File: config.mk
export PLATFORM = sky130hd
export DESIGN_NAME = rot_prio_resolver
export DESIGN_NICKNAME = d
export VERILOG_FILES = /design/src/rtl/rpr_pkg.sv /design/src/rtl/rpr_prio_search.sv /design/src/rtl/rpr_insvc_tracker.sv /design/src/rtl/rot_prio_resolver.sv
export SDC_FILE = /design/constraint.sdc
export NUM_CORES = 1
export LEC_CHECK = 0
export ABC_CLOCK_PERIOD_IN_PS = 4800
export BUFFER_PORTS_ARGS = -buffer_cell sky130_fd_sc_hd__buf_2
export CAP_MARGIN = 20
export CELL_PAD_IN_SITES_DETAIL_PLACEMENT = 0
export CELL_PAD_IN_SITES_GLOBAL_PLACEMENT = 2
export CORE_MARGIN = 1
export CORE_UTILIZATION = 36
export CTS_CLUSTER_SIZE = 24
export DETAILED_ROUTE_END_ITERATION = 8
export GPL_TIMING_DRIVEN = 0
export PLACE_DENSITY_LB_ADDON = 0.1
export SYNTH_ARGS = -nofsm -noshare
export SYNTH_HDL_FRONTEND = slang
export SYNTH_SLANG_ARGS = --single-unit
File: constraint.sdc
create_clock -name clk -period 4.8 [get_ports clk]
set_clock_uncertainty 0.2 [all_clocks]
set_input_delay 0.24 -clock clk [delete_from_list [all_inputs] [get_ports clk]]
set_output_delay 0.24 -clock clk [all_outputs]
set_load 0.1 [all_outputs]
File: src/rtl/rpr_pkg.sv
package rpr_pkg;

   // Kind of update applied to the in-service record on a clock edge.
   typedef enum logic [2:0] {
      ISV_HOLD,
      ISV_INIT,
      ISV_ACK_SET,
      ISV_ACK_AUTO,
      ISV_EOI
   } isv_op_e;

   // Search implementations selectable by parameter.
   localparam int FIND_LINEAR  = 0;
   localparam int FIND_ISOLATE = 1;

endpackage

File: src/rtl/rpr_prio_search.sv
module rpr_prio_search #(
   parameter int N          = 8,
   parameter int W          = $clog2(N),
   parameter int FIND_STYLE = rpr_pkg::FIND_LINEAR
) (
   input  logic [N-1:0] vec,
   input  logic [W-1:0] offset,
   output logic         hit,
   output logic [W:0]   prio,
   output logic [W-1:0] line
);

   localparam logic [W:0] NONE = (W+1)'(N);

   logic [N-1:0] rot;

   // rot[p] is the line that has rank p under the current offset
   always_comb begin
      logic [W-1:0] idx;
      idx = '0;
      for (int i = 0; i < N; i++) begin
         idx    = W'(i) + offset;
         rot[i] = vec[idx];
      end
   end

   generate
      if (FIND_STYLE == rpr_pkg::FIND_ISOLATE) begin : g_isolate
         logic [N-1:0] lowest;
         assign lowest = rot & (~rot + N'(1));
         always_comb begin
            prio = '0;
            for (int i = 0; i < N; i++) begin
               if (lowest[i]) prio = prio | (W+1)'(i);
            end
            if (rot == '0) prio = NONE;
         end
      end else begin : g_linear
         always_comb begin
            prio = NONE;
            for (int i = N - 1; i >= 0; i--) begin
               if (rot[i]) prio = (W+1)'(i);
            end
         end
      end
   endgenerate

   assign hit  = |vec;
   assign line = prio[W-1:0] + offset;

endmodule

File: src/rtl/rpr_insvc_tracker.sv
module rpr_insvc_tracker #(
   parameter int N = 8,
   parameter int W = $clog2(N)
) (
   input  logic         clk,
   input  logic         rst_n,
   input  logic         init_clr,
   input  logic         ack_req,
   input  logic         ack_win,
   input  logic [W-1:0] ack_line,
   input  logic         aeoi_en,
   input  logic         aeoi_rotate,
   input  logic         eoi_req,
   input  logic         eoi_rotate,
   input  logic         eoi_hit,
   input  logic [W-1:0] eoi_line,
   output logic [N-1:0] insvc,
   output logic [W-1:0] offset
);
   import rpr_pkg::*;

   isv_op_e      op;
   logic [N-1:0] insvc_d;
   logic [W-1:0] offset_d;
   logic [N-1:0] ack_bit;
   logic [N-1:0] eoi_bit;

   assign ack_bit = N'(1) << ack_line;
   assign eoi_bit = N'(1) << eoi_line;

   // Precedence: init, then acknowledge, then end-of-interrupt
   always_comb begin
      if (init_clr)                 op = ISV_INIT;
      else if (ack_req && ack_win)  op = aeoi_en ? ISV_ACK_AUTO : ISV_ACK_SET;
      else if (ack_req)             op = ISV_HOLD;
      else if (eoi_req && eoi_hit)  op = ISV_EOI;
      else                          op = ISV_HOLD;
   end

   always_comb begin
      insvc_d  = insvc;
      offset_d = offset;
      unique case (op)
         ISV_INIT: begin
            insvc_d  = '0;
            offset_d = '0;
         end
         ISV_ACK_SET: insvc_d = insvc | ack_bit;
         ISV_ACK_AUTO: begin
            insvc_d = insvc & ~ack_bit;
            if (aeoi_rotate) offset_d = ack_line + W'(1);
         end
         ISV_EOI: begin
            insvc_d = insvc & ~eoi_bit;
            if (eoi_rotate) offset_d = eoi_line + W'(1);
         end
         default: ;
      endcase
   end

   always_ff @(posedge clk or negedge rst_n) begin
      if (!rst_n) begin
         insvc  <= '0;
         offset <= '0;
      end else begin
         insvc  <= insvc_d;
         offset <= offset_d;
      end
   end

   AST_ACK_SETS_BIT: assert property (@(posedge clk) disable iff (!rst_n)
      (!init_clr && ack_req && ack_win && !aeoi_en) |=> insvc[$past(ack_line)]);
   AST_AUTO_LEAVES_CLEAR: assert property (@(posedge clk) disable iff (!rst_n)
      (!init_clr && ack_req && ack_win && aeoi_en) |=> !insvc[$past(ack_line)]);
   AST_AUTO_ROTATES: assert property (@(posedge clk) disable iff (!rst_n)
      (!init_clr && ack_req && ack_win && aeoi_en && aeoi_rotate)
         |=> offset == W'($past(ack_line) + W'(1)));
   AST_EOI_ONE_BIT: assert property (@(posedge clk) disable iff (!rst_n)
      (!init_clr && !ack_req && eoi_req && (insvc != '0))
         |=> $countones(insvc) + 1 == $countones($past(insvc)));
   AST_INIT_CLEARS: assert property (@(posedge clk) disable iff (!rst_n)
      init_clr |=> (insvc == '0) && (offset == '0));
   AST_ACK_BLOCKS_EOI: assert property (@(posedge clk) disable iff (!rst_n)
      (!init_clr && ack_req && !ack_win && eoi_req) |=> $stable(insvc) && $stable(offset));
   AST_IDLE_HOLDS: assert property (@(posedge clk) disable iff (!rst_n)
      (!init_clr && !ack_req && !eoi_req) |=> $stable(insvc) && $stable(offset));

endmodule

File: src/rtl/rot_prio_resolver.sv
module rot_prio_resolver #(
   parameter int N            = 8,
   parameter int CASCADE_LINE = 2,
   parameter bit IS_PRIMARY   = 1'b1,
   parameter int FIND_STYLE   = rpr_pkg::FIND_LINEAR
) (
   input  logic                 clk,
   input  logic                 rst_n,
   input  logic [N-1:0]         req_pend,
   input  logic [N-1:0]         req_mask,
   input  logic                 nested_en,
   input  logic                 aeoi_en,
   input  logic                 aeoi_rotate,
   input  logic                 ack,
   input  logic                 eoi,
   input  logic                 eoi_rotate,
   input  logic                 init_clr,
   output logic                 irq_out,
   output logic [$clog2(N)-1:0] grant_line,
   output logic [N-1:0]         insvc,
   output logic [$clog2(N)-1:0] prio_offset
);

   localparam int W = $clog2(N);
   localparam logic [N-1:0] CASC_MASK = N'(1) << CASCADE_LINE;

   generate
      if (N < 2 || (N & (N - 1)) != 0) begin : g_bad_n
         $error("rot_prio_resolver: N must be a power of two, at least 2");
      end
      if (CASCADE_LINE < 0 || CASCADE_LINE >= N) begin : g_bad_casc
         $error("rot_prio_resolver: CASCADE_LINE out of range");
      end
   endgenerate

   logic [N-1:0] cand_vec;
   logic [N-1:0] isv_view;
   logic         req_hit, isv_hit, eoi_hit;
   logic [W:0]   req_prio, isv_prio, eoi_prio;
   logic [W-1:0] req_line, isv_line, eoi_line;
   logic         win;

   assign cand_vec = req_pend & ~req_mask;

   generate
      if (IS_PRIMARY) begin : g_primary
         assign isv_view = nested_en ? (insvc & ~CASC_MASK) : insvc;
      end else begin : g_secondary
         assign isv_view = insvc;
      end
   endgenerate

   rpr_prio_search #(.N(N), .W(W), .FIND_STYLE(FIND_STYLE)) u_req_search (
      .vec(cand_vec), .offset(prio_offset),
      .hit(req_hit), .prio(req_prio), .line(req_line));

   rpr_prio_search #(.N(N), .W(W), .FIND_STYLE(FIND_STYLE)) u_isv_search (
      .vec(isv_view), .offset(prio_offset),
      .hit(isv_hit), .prio(isv_prio), .line(isv_line));

   rpr_prio_search #(.N(N), .W(W), .FIND_STYLE(FIND_STYLE)) u_eoi_search (
      .vec(insvc), .offset(prio_offset),
      .hit(eoi_hit), .prio(eoi_prio), .line(eoi_line));

   // strict comparison: an empty request vector ranks N and never wins
   assign win = req_hit && (req_prio < isv_prio);

   always_ff @(posedge clk or negedge rst_n) begin
      if (!rst_n) begin
         irq_out    <= 1'b0;
         grant_line <= '0;
      end else if (init_clr) begin
         irq_out    <= 1'b0;
         grant_line <= '0;
      end else begin
         irq_out    <= win;
         grant_line <= win ? req_line : '0;
      end
   end

   rpr_insvc_tracker #(.N(N), .W(W)) u_tracker (
      .clk(clk), .rst_n(rst_n), .init_clr(init_clr),
      .ack_req(ack), .ack_win(win), .ack_line(req_line),
      .aeoi_en(aeoi_en), .aeoi_rotate(aeoi_rotate),
      .eoi_req(eoi), .eoi_rotate(eoi_rotate),
      .eoi_hit(eoi_hit), .eoi_line(eoi_line),
      .insvc(insvc), .offset(prio_offset));

   AST_GRANT_IDLE_ZERO: assert property (@(posedge clk) disable iff (!rst_n)
      !irq_out |-> grant_line == '0);
   AST_GRANT_WAS_CAND: assert property (@(posedge clk) disable iff (!rst_n)
      irq_out |-> ((($past(cand_vec) >> grant_line) & N'(1)) != '0));
   AST_RAISE_OUTRANKS: assert property (@(posedge clk) disable iff (!rst_n)
      (!init_clr && req_hit && isv_hit && !(req_prio < isv_prio)) |=> !irq_out);
   AST_EMPTY_NO_IRQ: assert property (@(posedge clk) disable iff (!rst_n)
      (cand_vec == '0) |=> !irq_out);

endmodule

## After elaboration in Yosys (flattened, before gate mapping)

Index checks and enable logic that the tools add are counted.

- Reduce and logical (&&, ||, !) cells: 8
- Multiplexer cells: 85
- Shifts and indexed selects: 2
- $lt $le $gt $ge: 9
- $add $sub $neg: 11
- Bitwise logic cells: 7
- Divide/modulo/power cells: 0
- Multipliers: 0
- Eq/ne operators: 6

Operators with widths:

| kind | number |
|---|---|
| 1-bit binary-select mux with 3-bit select | 24 |
| 4-bit 2-to-1 mux | 16 |
| 3-bit 2-to-1 mux | 17 |
| 3-bit by 4-bit < comparator with 1-bit output (second input constant) | 8 |
| 8-bit case mux with 4 select lines | 1 |
| 1-bit 2-to-1 mux | 26 |
| 8-bit AND | 3 |
| 8-bit NOT | 3 |
| 8-bit OR reduction | 2 |
| 1-bit by 3-bit << shifter with 8-bit output (first input constant) | 2 |
| 3-bit adder (first input constant) | 4 |
| 3-bit case mux with 3 select lines | 1 |
| 8-bit OR | 1 |
| 2-bit by 3-bit adder with 3-bit output (first input constant) | 2 |
| 3-bit by 1-bit adder with 3-bit output (second input constant) | 2 |
| 3-bit adder | 2 |
| 3-bit by 2-bit == test with 1-bit output (second input constant) | 2 |
| 4-bit < comparator | 1 |
| 2-bit != test (second input constant) | 2 |
| 4-bit nonzero test | 1 |
| 1-bit by 3-bit adder with 3-bit output (first input constant) | 1 |
| 3-bit by 1-bit == test with 1-bit output (second input constant) | 1 |
| 3-bit == test (second input constant) | 1 |
| 1-bit logical AND | 3 |
| 2 further kinds | 2 |

- Logic and storage cells: 132
- Memory bits (writable): 0
- Memory bits (read-only): 0
- Bits in latches: 0
- Register bits: 15
- Memories: 0

## Logic depth before layout (Yosys ltp)

- Word-level depth: 20
- Depth in mapped cells: 21

## Modules after synthesis

Synthesis repeated with hierarchy kept, for this count alone.

- Cells, all modules: 362
- Area, all modules: 3320.7 µm²

By module, submodules not included:

| module | cells an instance | sequential area each (µm²) | instances | area an instance (µm²) |
|---|---|---|---|---|
| rpr_prio_search at u_eoi_search ... | 84 | 0.0 | 2 | 785.8 |
| rpr_insvc_tracker | 86 | 275.3 | 1 | 790.8 |
| rpr_prio_search at u_req_search | 79 | 0.0 | 1 | 675.6 |
| rot_prio_resolver | 29 | 100.1 | 1 | 282.8 |

## Worst setup path before layout

Ideal clock, no wire load.

- Kind: reg2reg
- Start: register u_tracker.offset[0]
- End: register u_tracker.insvc[3]
- Path slack: -0.140 ns
- Arrival time: 4.633 ns
- Data required time: 4.493 ns
- Period minus slack after synthesis: 4.940 ns
- Cell stages (with the launch flop): 19
- Setup time: 0.107 ns
- Cell sequence: dfrtp_1 -> buf_6 -> inv_2 -> buf_6 -> ha_1 -> xnor2_1 -> mux4_2 -> mux2_4 -> nand2b_4 -> a31oi_1 -> nor2_1 -> ha_1 -> o211ai_1 -> a211oi_1 -> and3_1 -> nor4_4 -> buf_6 -> a31oi_4 -> a2111oi_4

- Word-level cells in the longest chain between the ends: 18

Ends and longest elaborated chain:

| what | line | text |
|---|---|---|
| from (decl) | rpr_insvc_tracker.sv:18 | `output logic [W-1:0] offset` |
| from (signal assigned) | rpr_insvc_tracker.sv:67 | `offset <= offset_d;` |
| 3-bit adder | rpr_prio_search.sv:22 | `idx = W'(i) + offset;` |
| 1-bit binary-select mux with 3-bit select | rpr_prio_search.sv:23 | `rot[i] = vec[idx];` |
| 1-bit 2-to-1 mux (implied by the code) | rpr_prio_search.sv:23 |  |
| 4-bit 2-to-1 mux (8 in series) | rpr_prio_search.sv:42 | `if (rot[i]) prio = (W+1)'(i);` |
| 4-bit < comparator | rot_prio_resolver.sv:66 | `assign win = req_hit && (req_prio < isv_prio);` |
| 1-bit logical AND | rot_prio_resolver.sv:66 |  |
| 1-bit logical AND | rpr_insvc_tracker.sv:34 | `else if (ack_req && ack_win) op = aeoi_en ? ISV_ACK_AUTO : ISV_ACK_SET;` |
| 3-bit 2-to-1 mux | rpr_insvc_tracker.sv:34 |  |
| 3-bit 2-to-1 mux | rpr_insvc_tracker.sv:33 | `if (init_clr) op = ISV_INIT;` |
| 3-bit == test (tied with other cells) | rpr_insvc_tracker.sv:43 | `unique case (op)` |
| 8-bit case mux with 4 select lines or 4-bit nonzero test (tied branches) | - |  |
| to (signal assigned) | rpr_insvc_tracker.sv:66 | `insvc <= insvc_d;` |
| to (decl) | rpr_insvc_tracker.sv:17 | `output logic [N-1:0] insvc,` |

Several ways; a longest one is shown, not always the timed one. The select of a mux whose other input is x is not followed.
A chain may end at the register's enable or synchronous reset.

## Final worst setup path

Ends and elaborated chain as after synthesis.

==> results.sh <==
export IMPL_hpwl_um=6250
export IMPL_numCtsBuffers=3
export IMPL_hp_class="in -> reg"
export IMPL_area_delta_synth_final_pct=19.4
export IMPL_hold_viol=0
export IMPL_fin_ws_ns=0.275
export IMPL_drt_iter0_markers=128
export IMPL_antenna_found_initial=0
export IMPL_grt_pass1_vias=2437
export IMPL_synth_compound_area_share_pct=20.6
export IMPL_placedCellCount=412
export IMPL_synthXorXnorAreaFrac_pct=3.71
export IMPL_initial_utilization_pct=37.9
export IMPL_final_layout_size_suffix_gt1_share_pct=36.3
export IMPL_cp_arrival_ns=4.47
export IMPL_synthSimpleGateAreaFrac_pct=24.8
export IMPL_grt_max_degree=16
export IMPL_cap_violations=0
export IMPL_avgSynthCellArea_um2=9.39
export IMPL_synth_cell_types=68
export IMPL_setup_tns_ns=0
export IMPL_insertion_delay_ns=0.25
export IMPL_ys_warn_count=0
export IMPL_ys_seq_area_share_pct=14.4
export IMPL_start_kind="register"
export IMPL_cts_root_buf="clkbuf_8"
export IMPL_drtPass1Iterations=4
export IMPL_crit_type="reg -> reg"
export IMPL_tightest_slew_ns=0.709
export IMPL_die_h_um=87.0
export IMPL_ios=40
export IMPL_synth_edf_count=0
export IMPL_place_congestion=0.827
export IMPL_routedWlPerCell_um=18.8
export IMPL_synthAdderAreaFrac_pct=5.39
export IMPL_status="finished clean"
export IMPL_num_vias=2433
export IMPL_core_area_mm2=0.00687
export IMPL_ys_flop_type="dfrtp_1"
export IMPL_netlist_area_mm2=0.00260
export IMPL_synth_mux_area_fraction_pct=24.4
export IMPL_cts_tree="yes"
export IMPL_grt_total_usage_pct=21.9
export IMPL_ys_seq_elements=15
export IMPL_period_needed_ns=4.53
export IMPL_cp_end_kind="register"
export IMPL_layout_nets=364
export IMPL_grt_ovfl_total=0
export IMPL_cts_sinks=15
export IMPL_timing_final_max_slew_violations=0
export IMPL_path_max_fanout=17
export IMPL_drc=0
export IMPL_htreeDepth=1
export IMPL_clk_pin_slew_ns=0.07
export IMPL_drt_wl_total_um=7990
export IMPL_max_freq_mhz=221
export IMPL_antenna_cells=0
export IMPL_setup_viol=0
export IMPL_drtAntennaViolNets=0
export IMPL_clk_path_buf_depth=2
export IMPL_grt_pass1_wl_um=12800
export IMPL_chipWidth_um=87.0
export IMPL_port_buffers=39
export IMPL_syn_nets=312
export IMPL_viasPerCell=5.74
export IMPL_rsz0062_at_grt="false"
export IMPL_synthArstFlopShare_pct=100
export IMPL_die_area_mm2=0.00757
export IMPL_netlist_instances=277
export IMPL_synth_top_family_by_area="simple AND/OR/NAND/NOR gates"
export IMPL_crit_required_ns=4.75
export IMPL_layout_cells_non_filler=424
export IMPL_maxSlewHeadroom_pct=52.3
export IMPL_post_route_period_util_pct=94.3
export IMPL_rows=30
export IMPL_dp_slack_ns=-0.142
-- sequential cells by signal, indices dropped and copies added (netlist names) --
| signal | flops |
|---|---|
| irq_out | 1 |
| u_tracker.insvc | 8 |
| grant_line | 3 |
| u_tracker.offset | 3 |
-- routing by layer --
metal  share of wire [%]  wire length [um]  track usage (%)
met1                  44              3490             28.8
met2                  51              4040             38.9
met3                 3.6               287             1.23
met4                 2.2               175             5.76
met5                   0                 0                0
-- cells in the final DEF, fill, tap and decap left out, types with 3 or more instances in the layout --
| master | count |
|---|---|
| o21ai_0 | 11 |
| ha_1 | 7 |
| and2_1 | 8 |
| nor3_1 | 3 |
| nor2_1 | 13 |
| buf_6 | 5 |
| a31oi_1 | 5 |
| buf_4 | 8 |
| o211ai_1 | 3 |
| a21oi_1 | 12 |
| dfrtp_1 | 13 |
| nand3_1 | 6 |
| mux4_2 | 15 |
| nor4_1 | 7 |
| nor4bb_1 | 4 |
| mux2_2 | 5 |
| mux2_1 | 3 |
| nor3_2 | 3 |
| nand2_1 | 26 |
| mux2i_1 | 15 |
| nor2b_1 | 13 |
| clkbuf_8 | 3 |
| buf_2 | 45 |
| inv_1 | 14 |
| a41oi_1 | 4 |
| nand2b_1 | 6 |
-- critical path, stage by stage (launching register included) --
cell	delay [ns]
dfrtp_2	0.40
buf_6	0.15
inv_2	0.05
buf_6	0.15
ha_2	0.32
buf_6	0.20
mux4_2	0.62
a21oi_2	0.19
and2_1	0.18
nor3_1	0.07
o21ai_1	0.15
ha_1	0.24
o211ai_1	0.26
a211oi_2	0.08
and3_4	0.19
nor4_4	0.36
buf_6	0.19
a31oi_4	0.09
a2111oi_4	0.32
-- logic make-up after synthesis --
kind of cell / Yosys count
AOI/OAI and AO/OA: 66
xor gates and xnor gates: 8
adders and majority gates: 10
buffers and inverters: 31
DFF: 15
muxes: 41
and+or+nand+nor: 106
-- cell usage after synthesis (3+ instances only) --
cell	count	area share (%)
nor2b_1	13	3.1
mux2_2	5	2.2
mux2i_1	15	5.8
dfrtp_1	15	14
inv_1	14	2.0
a21oi_1	13	2.5
nor3_1	4	0.77
o211ai_1	3	0.87
nand2_1	26	3.8
buf_6	6	2.6
nor2_1	13	1.9
o21ai_0	12	2.3
a41oi_1	4	1.3
nand3_1	6	1.2
and2_1	8	1.9
mux4_2	15	13
mux2_1	3	1.3
a31oi_1	5	1.2
and3_1	3	0.72
ha_1	8	3.9
xnor2_1	3	1.0
nor4bb_1	4	1.5
nand2b_1	6	1.4
buf_2	7	1.3
nor4_1	7	1.7
xor2_1	3	1.0
-- what timing repair did --
action	4_1_cts	5_1_grt
gates cloned	0	1
pin swaps	1	6
gates resized for setup	1	13
hold buffers	1	0
setup endpoints to repair	7	12
endpoints found under the hold margin	15	0
setup buffers	1	7
-- per-stage QoR --
stage | hold slack (ns) | instance area (um^2) | util [%]
after global placement | -0.0289 | 2920 | 42.5
after CTS | 0.140 | 2980 | 43.4
final | 0.149 | 3100 | 45.2
after floorplan | -0.256 | 2600 | -
after detailed placement | -0.0259 | 2920 | 42.5
after global routing | 0.183 | 3100 | 45.2
-- final timing paths --
path                                                 start  depth (start not counted)                              end  slack (ns)
max in group asynchronous                            rst_n                          2  u_tracker.offset[0]$_DFFE_PN0P_        3.88
min reg2reg                 u_tracker.insvc[5]$_DFFE_PN0P_                          2   u_tracker.insvc[5]$_DFFE_PN0P_        0.52
max reg2reg                u_tracker.offset[0]$_DFFE_PN0P_                         18   u_tracker.insvc[3]$_DFFE_PN0P_        0.27
max                        u_tracker.offset[0]$_DFFE_PN0P_                         18   u_tracker.insvc[3]$_DFFE_PN0P_        0.27
min in group asynchronous                            rst_n                          2          grant_line[2]$_DFF_PN0_        0.23
min                                            aeoi_rotate                          3  u_tracker.offset[2]$_DFFE_PN0P_        0.15
-- layout make-up --
cell class                      instances  area [um^2]
Clock inverter                          1         5.00
Timing Repair Buffer                   48          265
Fill cell                             687         3760
Sequential cell                        15          378
Tap cell                               96          120
Buffer                                 13         95.1
Inverter                               16         60.1
Clock buffer                            3         41.3
Multi-Input combinational cell        232         2140
Power is not shown: default switching activity piles up to over one toggle a cycle in this logic, so the estimate is an artifact.
